$ cat src/rtl/thr_pkg.sv
package thr_pkg;
  // sensor code format
  localparam int CODE_W = 16;
  localparam int SHIFT  = 2;
  localparam int FRAC   = 5;
  localparam int Q_W    = CODE_W - SHIFT;
  localparam int DEG_W  = Q_W - FRAC + 1;

  typedef enum logic [2:0] {
    ACT_NONE,
    ACT_INVALID,
    ACT_CUT,
    ACT_HOT_HELD,
    ACT_RESTORE,
    ACT_STEP,
    ACT_SET
  } act_e;

  function automatic logic signed [Q_W-1:0] code_to_q(input logic [CODE_W-1:0] code);
    logic signed [CODE_W-1:0] s;
    s = $signed(code) >>> SHIFT;
    return s[Q_W-1:0];
  endfunction

  function automatic logic signed [DEG_W-1:0] q_to_deg(input logic signed [Q_W-1:0] q);
    logic [Q_W:0] mag;
    logic [Q_W:0] r;
    mag = q[Q_W-1] ? ($unsigned(-{q[Q_W-1], q})) : {1'b0, $unsigned(q)};
    r = (mag + (Q_W+1)'(1 << (FRAC-1))) >> FRAC;
    return q[Q_W-1] ? -$signed(r[DEG_W-1:0]) : $signed(r[DEG_W-1:0]);
  endfunction
endpackage

$ cat src/rtl/thr_conv.sv
module thr_conv
  import thr_pkg::*;
(
  input  logic [CODE_W-1:0]       code,
  output logic                    invalid,
  output logic signed [Q_W-1:0]   q,
  output logic signed [DEG_W-1:0] deg
);
  always_comb begin
    invalid = (code == '0) || (code == '1);
    q       = code_to_q(code);
    deg     = q_to_deg(q);
  end
endmodule

$ cat src/rtl/thr_decide.sv
module thr_decide
  import thr_pkg::*;
#(
  parameter int MULT_W   = 8,
  parameter int HYST_W   = 8,
  parameter int ABS_MULT = 125
) (
  input  logic                    samp_valid,
  input  logic                    invalid,
  input  logic signed [DEG_W-1:0] deg,
  input  logic signed [DEG_W-1:0] target,
  input  logic [HYST_W-1:0]       hyst,
  input  logic                    win_open,
  input  logic                    set_valid,
  input  logic [MULT_W-1:0]       mult,
  input  logic [MULT_W-1:0]       ceil_m,
  output act_e                    act
);
  localparam int CMP_W = ((DEG_W > HYST_W) ? DEG_W : HYST_W + 1) + 2;

  logic signed [CMP_W-1:0] d_x, hi, lo, tg;

  always_comb begin
    d_x = CMP_W'(deg);
    tg  = CMP_W'(target);
    hi  = tg + $signed({{(CMP_W-HYST_W){1'b0}}, hyst});
    lo  = tg - $signed({{(CMP_W-HYST_W){1'b0}}, hyst});
    act = ACT_NONE;
    if (samp_valid) begin
      if (invalid) begin
        act = ACT_INVALID;
      end else if (d_x > hi) begin
        act = win_open ? ACT_CUT : ACT_HOT_HELD;
      end else if ((ceil_m < MULT_W'(ABS_MULT)) && (d_x < tg)) begin
        if (d_x < lo) begin
          act = ACT_RESTORE;
        end else if (mult == ceil_m) begin
          act = ACT_STEP;
        end
      end
    end else if (set_valid) begin
      act = ACT_SET;
    end
  end
endmodule

$ cat src/rtl/thr_state.sv
module thr_state
  import thr_pkg::*;
#(
  parameter int MULT_W   = 8,
  parameter int DEF_MULT = 100,
  parameter int ABS_MULT = 125,
  parameter int MIN_MULT = 1
) (
  input  logic                    clk,
  input  logic                    rst_n,
  input  logic                    sec_tick,
  input  act_e                    act,
  input  logic [MULT_W-1:0]       set_mult,
  input  logic                    samp_valid,
  input  logic                    invalid,
  input  logic signed [Q_W-1:0]   q_in,
  input  logic signed [DEG_W-1:0] deg_in,
  output logic                    win_now,
  output logic [MULT_W-1:0]       mult,
  output logic [MULT_W-1:0]       ceil_m,
  output logic                    mult_chg,
  output logic signed [Q_W-1:0]   temp_q,
  output logic signed [DEG_W-1:0] temp_deg
);
  logic              win_open;
  logic [MULT_W-1:0] nxt_mult, nxt_ceil;

  function automatic logic [MULT_W-1:0] clamp_req(input logic [MULT_W-1:0] r,
                                                  input logic [MULT_W-1:0] c);
    if (r < MULT_W'(MIN_MULT)) return MULT_W'(MIN_MULT);
    if (r > c) return c;
    return r;
  endfunction

  function automatic logic [MULT_W-1:0] dec_floor(input logic [MULT_W-1:0] m);
    return (m > MULT_W'(MIN_MULT)) ? m - 1'b1 : MULT_W'(MIN_MULT);
  endfunction

  assign win_now = win_open | sec_tick;

  always_comb begin
    nxt_mult = mult;
    nxt_ceil = ceil_m;
    case (act)
      ACT_CUT: begin
        nxt_mult = dec_floor(mult);
        nxt_ceil = dec_floor(mult);
      end
      ACT_RESTORE: nxt_ceil = MULT_W'(ABS_MULT);
      ACT_STEP:    nxt_ceil = ceil_m + 1'b1;
      ACT_SET:     nxt_mult = clamp_req(set_mult, ceil_m);
      default: ;
    endcase
  end

  always_ff @(posedge clk) begin
    if (!rst_n) begin
      mult     <= MULT_W'(DEF_MULT);
      ceil_m   <= MULT_W'(ABS_MULT);
      mult_chg <= 1'b0;
      win_open <= 1'b1;
      temp_q   <= '0;
      temp_deg <= '0;
    end else begin
      mult     <= nxt_mult;
      ceil_m   <= nxt_ceil;
      mult_chg <= (nxt_mult != mult);
      win_open <= (act == ACT_CUT) ? 1'b0 : win_now;
      if (samp_valid) begin
        temp_q   <= invalid ? '0 : q_in;
        temp_deg <= invalid ? '0 : deg_in;
      end
    end
  end
endmodule

$ cat src/rtl/thermal_throttle_gov.sv
module thermal_throttle_gov
  import thr_pkg::*;
#(
  parameter int MULT_W   = 8,
  parameter int HYST_W   = 8,
  parameter int DEF_MULT = 100,
  parameter int ABS_MULT = 125,
  parameter int MIN_MULT = 1
) (
  input  logic                    clk,
  input  logic                    rst_n,
  input  logic                    sec_tick,
  input  logic                    samp_valid,
  input  logic [CODE_W-1:0]       samp_code,
  input  logic signed [DEG_W-1:0] target_deg,
  input  logic [HYST_W-1:0]       hyst_deg,
  input  logic                    set_valid,
  input  logic [MULT_W-1:0]       set_mult,
  output logic [MULT_W-1:0]       mult,
  output logic [MULT_W-1:0]       ceil_mult,
  output logic                    mult_chg,
  output logic signed [Q_W-1:0]   temp_q,
  output logic signed [DEG_W-1:0] temp_deg
);
  logic                    invalid_w;
  logic signed [Q_W-1:0]   q_w;
  logic signed [DEG_W-1:0] deg_w;
  logic                    win_w;
  act_e                    act_w;

  thr_conv u_conv (
    .code    (samp_code),
    .invalid (invalid_w),
    .q       (q_w),
    .deg     (deg_w)
  );

  thr_decide #(.MULT_W(MULT_W), .HYST_W(HYST_W), .ABS_MULT(ABS_MULT)) u_decide (
    .samp_valid (samp_valid),
    .invalid    (invalid_w),
    .deg        (deg_w),
    .target     (target_deg),
    .hyst       (hyst_deg),
    .win_open   (win_w),
    .set_valid  (set_valid),
    .mult       (mult),
    .ceil_m     (ceil_mult),
    .act        (act_w)
  );

  thr_state #(.MULT_W(MULT_W), .DEF_MULT(DEF_MULT), .ABS_MULT(ABS_MULT),
              .MIN_MULT(MIN_MULT)) u_state (
    .clk        (clk),
    .rst_n      (rst_n),
    .sec_tick   (sec_tick),
    .act        (act_w),
    .set_mult   (set_mult),
    .samp_valid (samp_valid),
    .invalid    (invalid_w),
    .q_in       (q_w),
    .deg_in     (deg_w),
    .win_now    (win_w),
    .mult       (mult),
    .ceil_m     (ceil_mult),
    .mult_chg   (mult_chg),
    .temp_q     (temp_q),
    .temp_deg   (temp_deg)
  );
endmodule

$ cat config.mk
export PLATFORM = sky130hd
export DESIGN_NAME = thermal_throttle_gov
export DESIGN_NICKNAME = d
export VERILOG_FILES = /design/src/rtl/thr_pkg.sv /design/src/rtl/thr_conv.sv /design/src/rtl/thr_decide.sv /design/src/rtl/thr_state.sv /design/src/rtl/thermal_throttle_gov.sv
export SDC_FILE = /design/constraint.sdc
export NUM_CORES = 1
export LEC_CHECK = 0
export BUFFER_PORTS_ARGS = -buffer_cell sky130_fd_sc_hd__buf_2
export CAP_MARGIN = 30
export CORE_ASPECT_RATIO = 0.9
export CORE_MARGIN = 1.5
export CORE_UTILIZATION = 55
export CTS_CLUSTER_SIZE = 8
export DETAILED_ROUTE_END_ITERATION = 16
export GPL_ROUTABILITY_DRIVEN = 0
export PLACE_DENSITY = 0.75
export SETUP_SLACK_MARGIN = 0.5
export SYNTH_ARGS = -nofsm -noshare
export SYNTH_HDL_FRONTEND = slang
export SYNTH_SLANG_ARGS = --single-unit
$ cat constraint.sdc
create_clock -name clk -period 7.8 [get_ports clk]
set_input_delay 1.17 -clock clk [delete_from_list [all_inputs] [get_ports clk]]
set_output_delay 1.17 -clock clk [all_outputs]
set_load 0.01 [all_outputs]
# == Word level (Yosys, flattened, before mapping) ==
# Index checks and enable logic that the tools add are counted.
# totals
output_inout_bits,41
elab_cells,57
in_bits,47
regBits,42
# classes
reduce_logical,4
eq_ne,7
mux,25
magnitude_cmp,7
addsub,7
bitwise_logic,1
# op_table
op,n
8-bit two-way mux,5
8-bit case mux with 3 select lines,1
3-bit two-way mux,7
10-bit two-way mux,2
16-bit == test (second input constant),1
16-bit zero test,1
8-bit case mux with 2 select lines,1
15-bit by 5-bit adder with 15-bit output (second input constant),1
15-bit two-way mux,1
15-bit negation,1
14-bit two-way mux,1
10-bit by 9-bit adder with 11-bit output,1
10-bit by 11-bit greater-than comparator with 1-bit output,1
10-bit by 11-bit < comparator with 1-bit output,1
10-bit by 9-bit subtractor with 11-bit output,1
10-bit < comparator,1
10-bit negation,1
3-bit == test (second input constant),3
8-bit by 1-bit adder with 8-bit output (second input constant),1
8-bit == test,1
8-bit by 1-bit greater-than comparator with 1-bit output (second input constant),1
8-bit greater-than comparator,1
8-bit by 1-bit < comparator with 1-bit output (second input constant),1
8-bit by 7-bit < comparator with 1-bit output (second input constant),1
8 further kinds,14

# == Logic depth before layout (Yosys ltp) ==
# depth
word_depth,19
ltp_mapped,29
ltp_nobuf,26

# == By module ==
# Synthesis repeated with hierarchy kept, for this count alone.
# unflattened
cells_unflattened,688
hier_area_um2,5202.5
# modules_own_cells
module,seq_area_each_um2,area_each_um2,cells_per_inst,instances
thr_state,840.8,2573.7,332,1
thr_decide,0.0,1656.6,211,1
thr_conv,0.0,972.2,145,1

# == Worst setup path after synthesis ==
# Ideal clock, no wire load.
# synth_timing
path_kind,in2reg
startpoint,input port samp_code[15]
endpoint,register u_state.ceil_m[5]
setup_slack_ps,977
t_arrival_ps,6763
stages,27
required_ps,7740
setup_ps,60
cell_sequence,clkbuf_1 > buf_1 > clkbuf_1 > clkbuf_1 > nand2_1 > xnor2_1 > ha_1 > inv_1 > o221ai_1 > and4_1 > xnor2_1 > nand4_1 > or2b_1 > o32ai_1 > a32o_1 > xor2_1 > ha_1 > o211ai_1 > or2_2 > inv_1 > and4_1 > a2111oi_2 > o211ai_1 > a311o_1 > a31oi_4 > or3_4 > o221a_1
# synth_via
elab_chain_cells,13
# synth_rtl
item,line_no,rtl
"start, declared",thermal_throttle_gov.sv:14,"input logic [CODE_W-1:0] samp_code,"
15-bit negation,thr_pkg.sv:28,"mag = q[Q_W-1] ? ($unsigned(-{q[Q_W-1], q})) : {1'b0, $unsigned(q)};"
15-bit two-way mux,thr_pkg.sv:28,
15-bit by 5-bit adder with 15-bit output,thr_pkg.sv:29,r = (mag + (Q_W+1)'(1 << (FRAC-1))) >> FRAC;
10-bit negation,thr_pkg.sv:30,return q[Q_W-1] ? -$signed(r[DEG_W-1:0]) : $signed(r[DEG_W-1:0]);
10-bit two-way mux,thr_pkg.sv:30,
10-bit by 11-bit < comparator with 1-bit output or 10-bit < comparator (tied branches),"thr_decide.sv:35, thr_decide.sv:34",
3-bit two-way mux or 1-bit logical AND (tied branches),"thr_decide.sv:35, thr_decide.sv:34",
3-bit two-way mux,thr_decide.sv:34,end else if ((ceil_m < MULT_W'(ABS_MULT)) && (d_x < tg)) begin
3-bit two-way mux,thr_decide.sv:32,end else if (d_x > hi) begin
3-bit two-way mux (*),thr_decide.sv:30,if (invalid) begin
3-bit two-way mux (*),thr_decide.sv:29,if (samp_valid) begin
3-bit == test or 3-bit by 2-bit == test with 1-bit output (tied branches),thr_state.sv:44,case (act)
8-bit case mux with 3 select lines or 3-bit nonzero test (tied branches),--,
"end signal, assigned",thr_state.sv:59,ceil_m <= MULT_W'(ABS_MULT);
"end signal, assigned",thr_state.sv:66,ceil_m <= nxt_ceil;
"end, declared",thr_state.sv:20,"output logic [MULT_W-1:0] ceil_m,"
# Mark *: on every way between the ends. The rest lies on a longest branch, timed or not.
# A chain may end at the register's enable or synchronous reset.

# == Worst setup path after layout ==
# layout_timing
startpoint,input port samp_code[4]
endpoint,register u_state.ceil_m[4]
# The elaborated chain is that of the path after synthesis.

==> summary.md <==
| Metric | Value |
|---|---|
| Buffers on Ports | 87 |
| DIE WIDTH | 105 microns |
| Area occupied by multi-input gates | 3910 sq um |
| Critical Path Fanout Max | 12 |
| CTS tree | done |
| Die Y | 94.4 microns |
| Fin Setup TNS | 0 ps |
| Register area | 841 sq um |
| Post-synth top area share | 16.5% |
| Slew @ Worst Pin | 901 ps |
| Max frequency | 144 MHz |
| Share of cells above drive strength 1 | 17.4% |
| Post-synthesis sequential area ratio | 16.5% |
| Worst setup SP type | primary input |
| Antenna Nets Post-Route | 0 |
| Commonest non-fill, non-tap cells in the layout | buf_2, nand2_1, ha_1, inv_1, a21oi_1 |
| WHS Path Cells | 2 |
| Clock Path Buffers | 2 |
| First-pass GRT wire length | 23600 microns |
| Via density | 6.16 |
| Rows | 33 |
| Filler Cells Inserted | 813 |
| Initial Util | 56.4% |
| Syn nets | 788 |
| Top cells by area, synth | dfxtp_1, ha_1, xnor2_1 |
| Clk_lat worst skew | 310 ps |
| Outcome | completed |
| Post-Synthesis Cells | 684 |
| RR Endpoint | u_state.mult_chg |
| Dpl hpwl | 11300 microns |
| Layout area overhead | 12.0% |
| Initial antenna violation count | 0 |
| Mean Syn Cell Area | 7.46 sq um |
| Hold buffer count at cts | 0 |
| FF+latch count, synth | 42 |
| Vias in the first global route | 4865 |
| Ys flop type | dfxtp_1 |
| Critical Path Sink Type | register |
| CTS root buf | clkbuf_8 |
| WS Path Type | in2reg |
| Pre-CTS setup slack | 621 ps |
| Routed WL per cell | 16.6 microns |
| Leakage | 2.51 nW |
| Tcrit/Tclk final | 89.0% |
| CTS clk-pin slew, worst paths | 100 ps |
| Async set or reset register ratio after synthesis | 0% |
| Post-layout nets | 854 |
| M1 WL | 6940 microns |
| R2R depth | 14 |
| EDFF count, synth | 0 |
| Clk_skew | 6.13 ps |
| CTS resizes | 0 |
| Pre-antenna DRT Iters | 7 |
| Final worst slack | 854 ps |
| CTS buffer count | 5 |
| CP arrival | 7200 ps |
| Final min period | 6950 ps |
| Total GRT Usage | 29.1% |
| Reg2reg start | u_state.ceil_m[1] |
| Reg2reg setup slack | 4110 ps |
| Routed via count | 5380 |
| Unrepaired setup endpoints after global routing | false |
| ANT cells | 0 |
| Core box area | 9040 sq um |
| Ys Warns | 0 |
| Synth area leader | dfxtp_1 |
| Final Max Slew Viols | 0 |
| Clock Sinks | 42 |
| Total wire length | 14500 microns |
| Worst Hold Slack | 465 ps |
| Initial DRC Count | 439 |
| Critical Path RT | 8060 ps |
| Top Ports | 88 |
| Yosys cell types | 83 |
| Gr ovfl total | 0 |
| Largest net degree at the start of global routing | 38 |
| Worst min-delay path class | reg2reg |
| Post-synthesis cell area | 5100 sq um |
| Setup violations, final | 0 |
| MaxCap Viol Count | 0 |
| # DRC | 0 |
| Max transition margin | 39.5% |
| Commonest non-fill, non-tap cell in the layout | buf_2 |
| Full die area | 9860 sq um |
| Min-delay src | u_state.temp_q[2] |
| Final Hold Vio Count | 0 |
| VDD IR-drop max | 0.0673 mV |
| Highest Signal Layer | met4 |
| Hold EP | u_state.temp_q[2] |
| Met3 wire length | 950 microns |
| Metal2 WL | 6420 microns |
| Htree depth | 2 |
| Power Density | 159 nW/um^2 |
## registers in the layout, summed over array words and instances, names as in the netlist
| signal | flops |
|---|---|
| u_state.temp_q | 14 |
| u_state.win_open | 1 |
| u_state.mult_chg | 1 |
| u_state.ceil_m | 8 |
| u_state.mult | 8 |
| u_state.temp_deg | 10 |
## routing by layer
metal	vias up	track usage [%]
met3	16	3.11
met5	-	0
li1	2622	-
met4	0	6.60
met1	2497	41.9
met2	245	46.8
## kinds of logic after synthesis
group	share of synthesized area, %
AOI/OAI and AO/OA	26.8
DFF	16.5
buffers and inverters	6.92
muxes	2.28
and+or+nand+nor	25.0
xor gates and xnor gates	8.19
adders and majority gates	14.3
## power breakdown
group,total [mW],internal (mW),switching [mW]
Sequential,0.272,0.236,0.0359
Combinational,0.482,0.206,0.276
Clock,0.156,0.0642,0.0914
Total,0.910,0.506,0.403
## what timing repair did
item,4_1_cts,5_1_grt
endpoints found under the setup margin,0,2
setup buffers,0,4
hold endpoints to repair,0,0
## through the flow
step / utilization [%] / std cells / power, mW / area, sq um
2_1_floorplan: - / 684 / 0.614 / 5100
3_3_place_gp: 61.4 / 859 / 0.724 / 5550
3_5_place_dp: 61.8 / 861 / 0.744 / 5590
4_1_cts: 62.8 / 869 / 0.899 / 5680
5_1_grt: 63.2 / 873 / 0.975 / 5710
6_report: 63.2 / 873 / 0.910 / 5710
## how the worst max path moves through the flow
stage	start	end	slack (ps)	cells past startpoint
floorplan	samp_code[15]	u_state.ceil_m[5]	980	27
global placement	samp_code[4]	u_state.mult_chg	870	25
detailed placement	samp_code[4]	u_state.ceil_m[4]	620	26
CTS	samp_code[4]	u_state.ceil_m[4]	940	26
global route	samp_code[4]	u_state.ceil_m[4]	500	26
finish	samp_code[4]	u_state.ceil_m[4]	850	26
## cell usage after synthesis (all sizes together) (8+ instances only)
master and number:
clkbuf 30, nand2 56, ha 55, inv 53, nor3 21, a21oi 51
or3 9, a31oi 11, a21o 8, dfxtp 42, nand2b 18, nor2b 9
xor2 15, nor2 50, a211oi 8, o21a 15, xnor2 31, o21ai 26
nand4 10, nand3 42
## layout make-up
type	instances	area share, %
inverters	54	3.55
clock buffers	5	1.20
clock inverters	3	0.416
well taps	122	2.67
flip-flops and latches	42	14.7
multi-input cells	552	68.4
repair buffers	95	9.03
## worst max-delay path, cell delays in order
cell and delay (ps):
buf_2 120, or4_4 610, or2_1 290, nand2_1 100, xnor2_1 70, ha_1 270, inv_1 100, o221ai_1 120
and4_1 230, xnor2_1 380, nand4_1 270, or2b_1 320, o32ai_1 270, a32o_1 170, xor2_1 340, ha_1 310
o211ai_1 130, or2_2 190, inv_1 40, and4_1 190, a2111oi_2 270, o211ai_1 170, a311o_1 430, a31oi_4 280
or3_4 190, o221a_1 180
(Power assumes the default switching activity.)
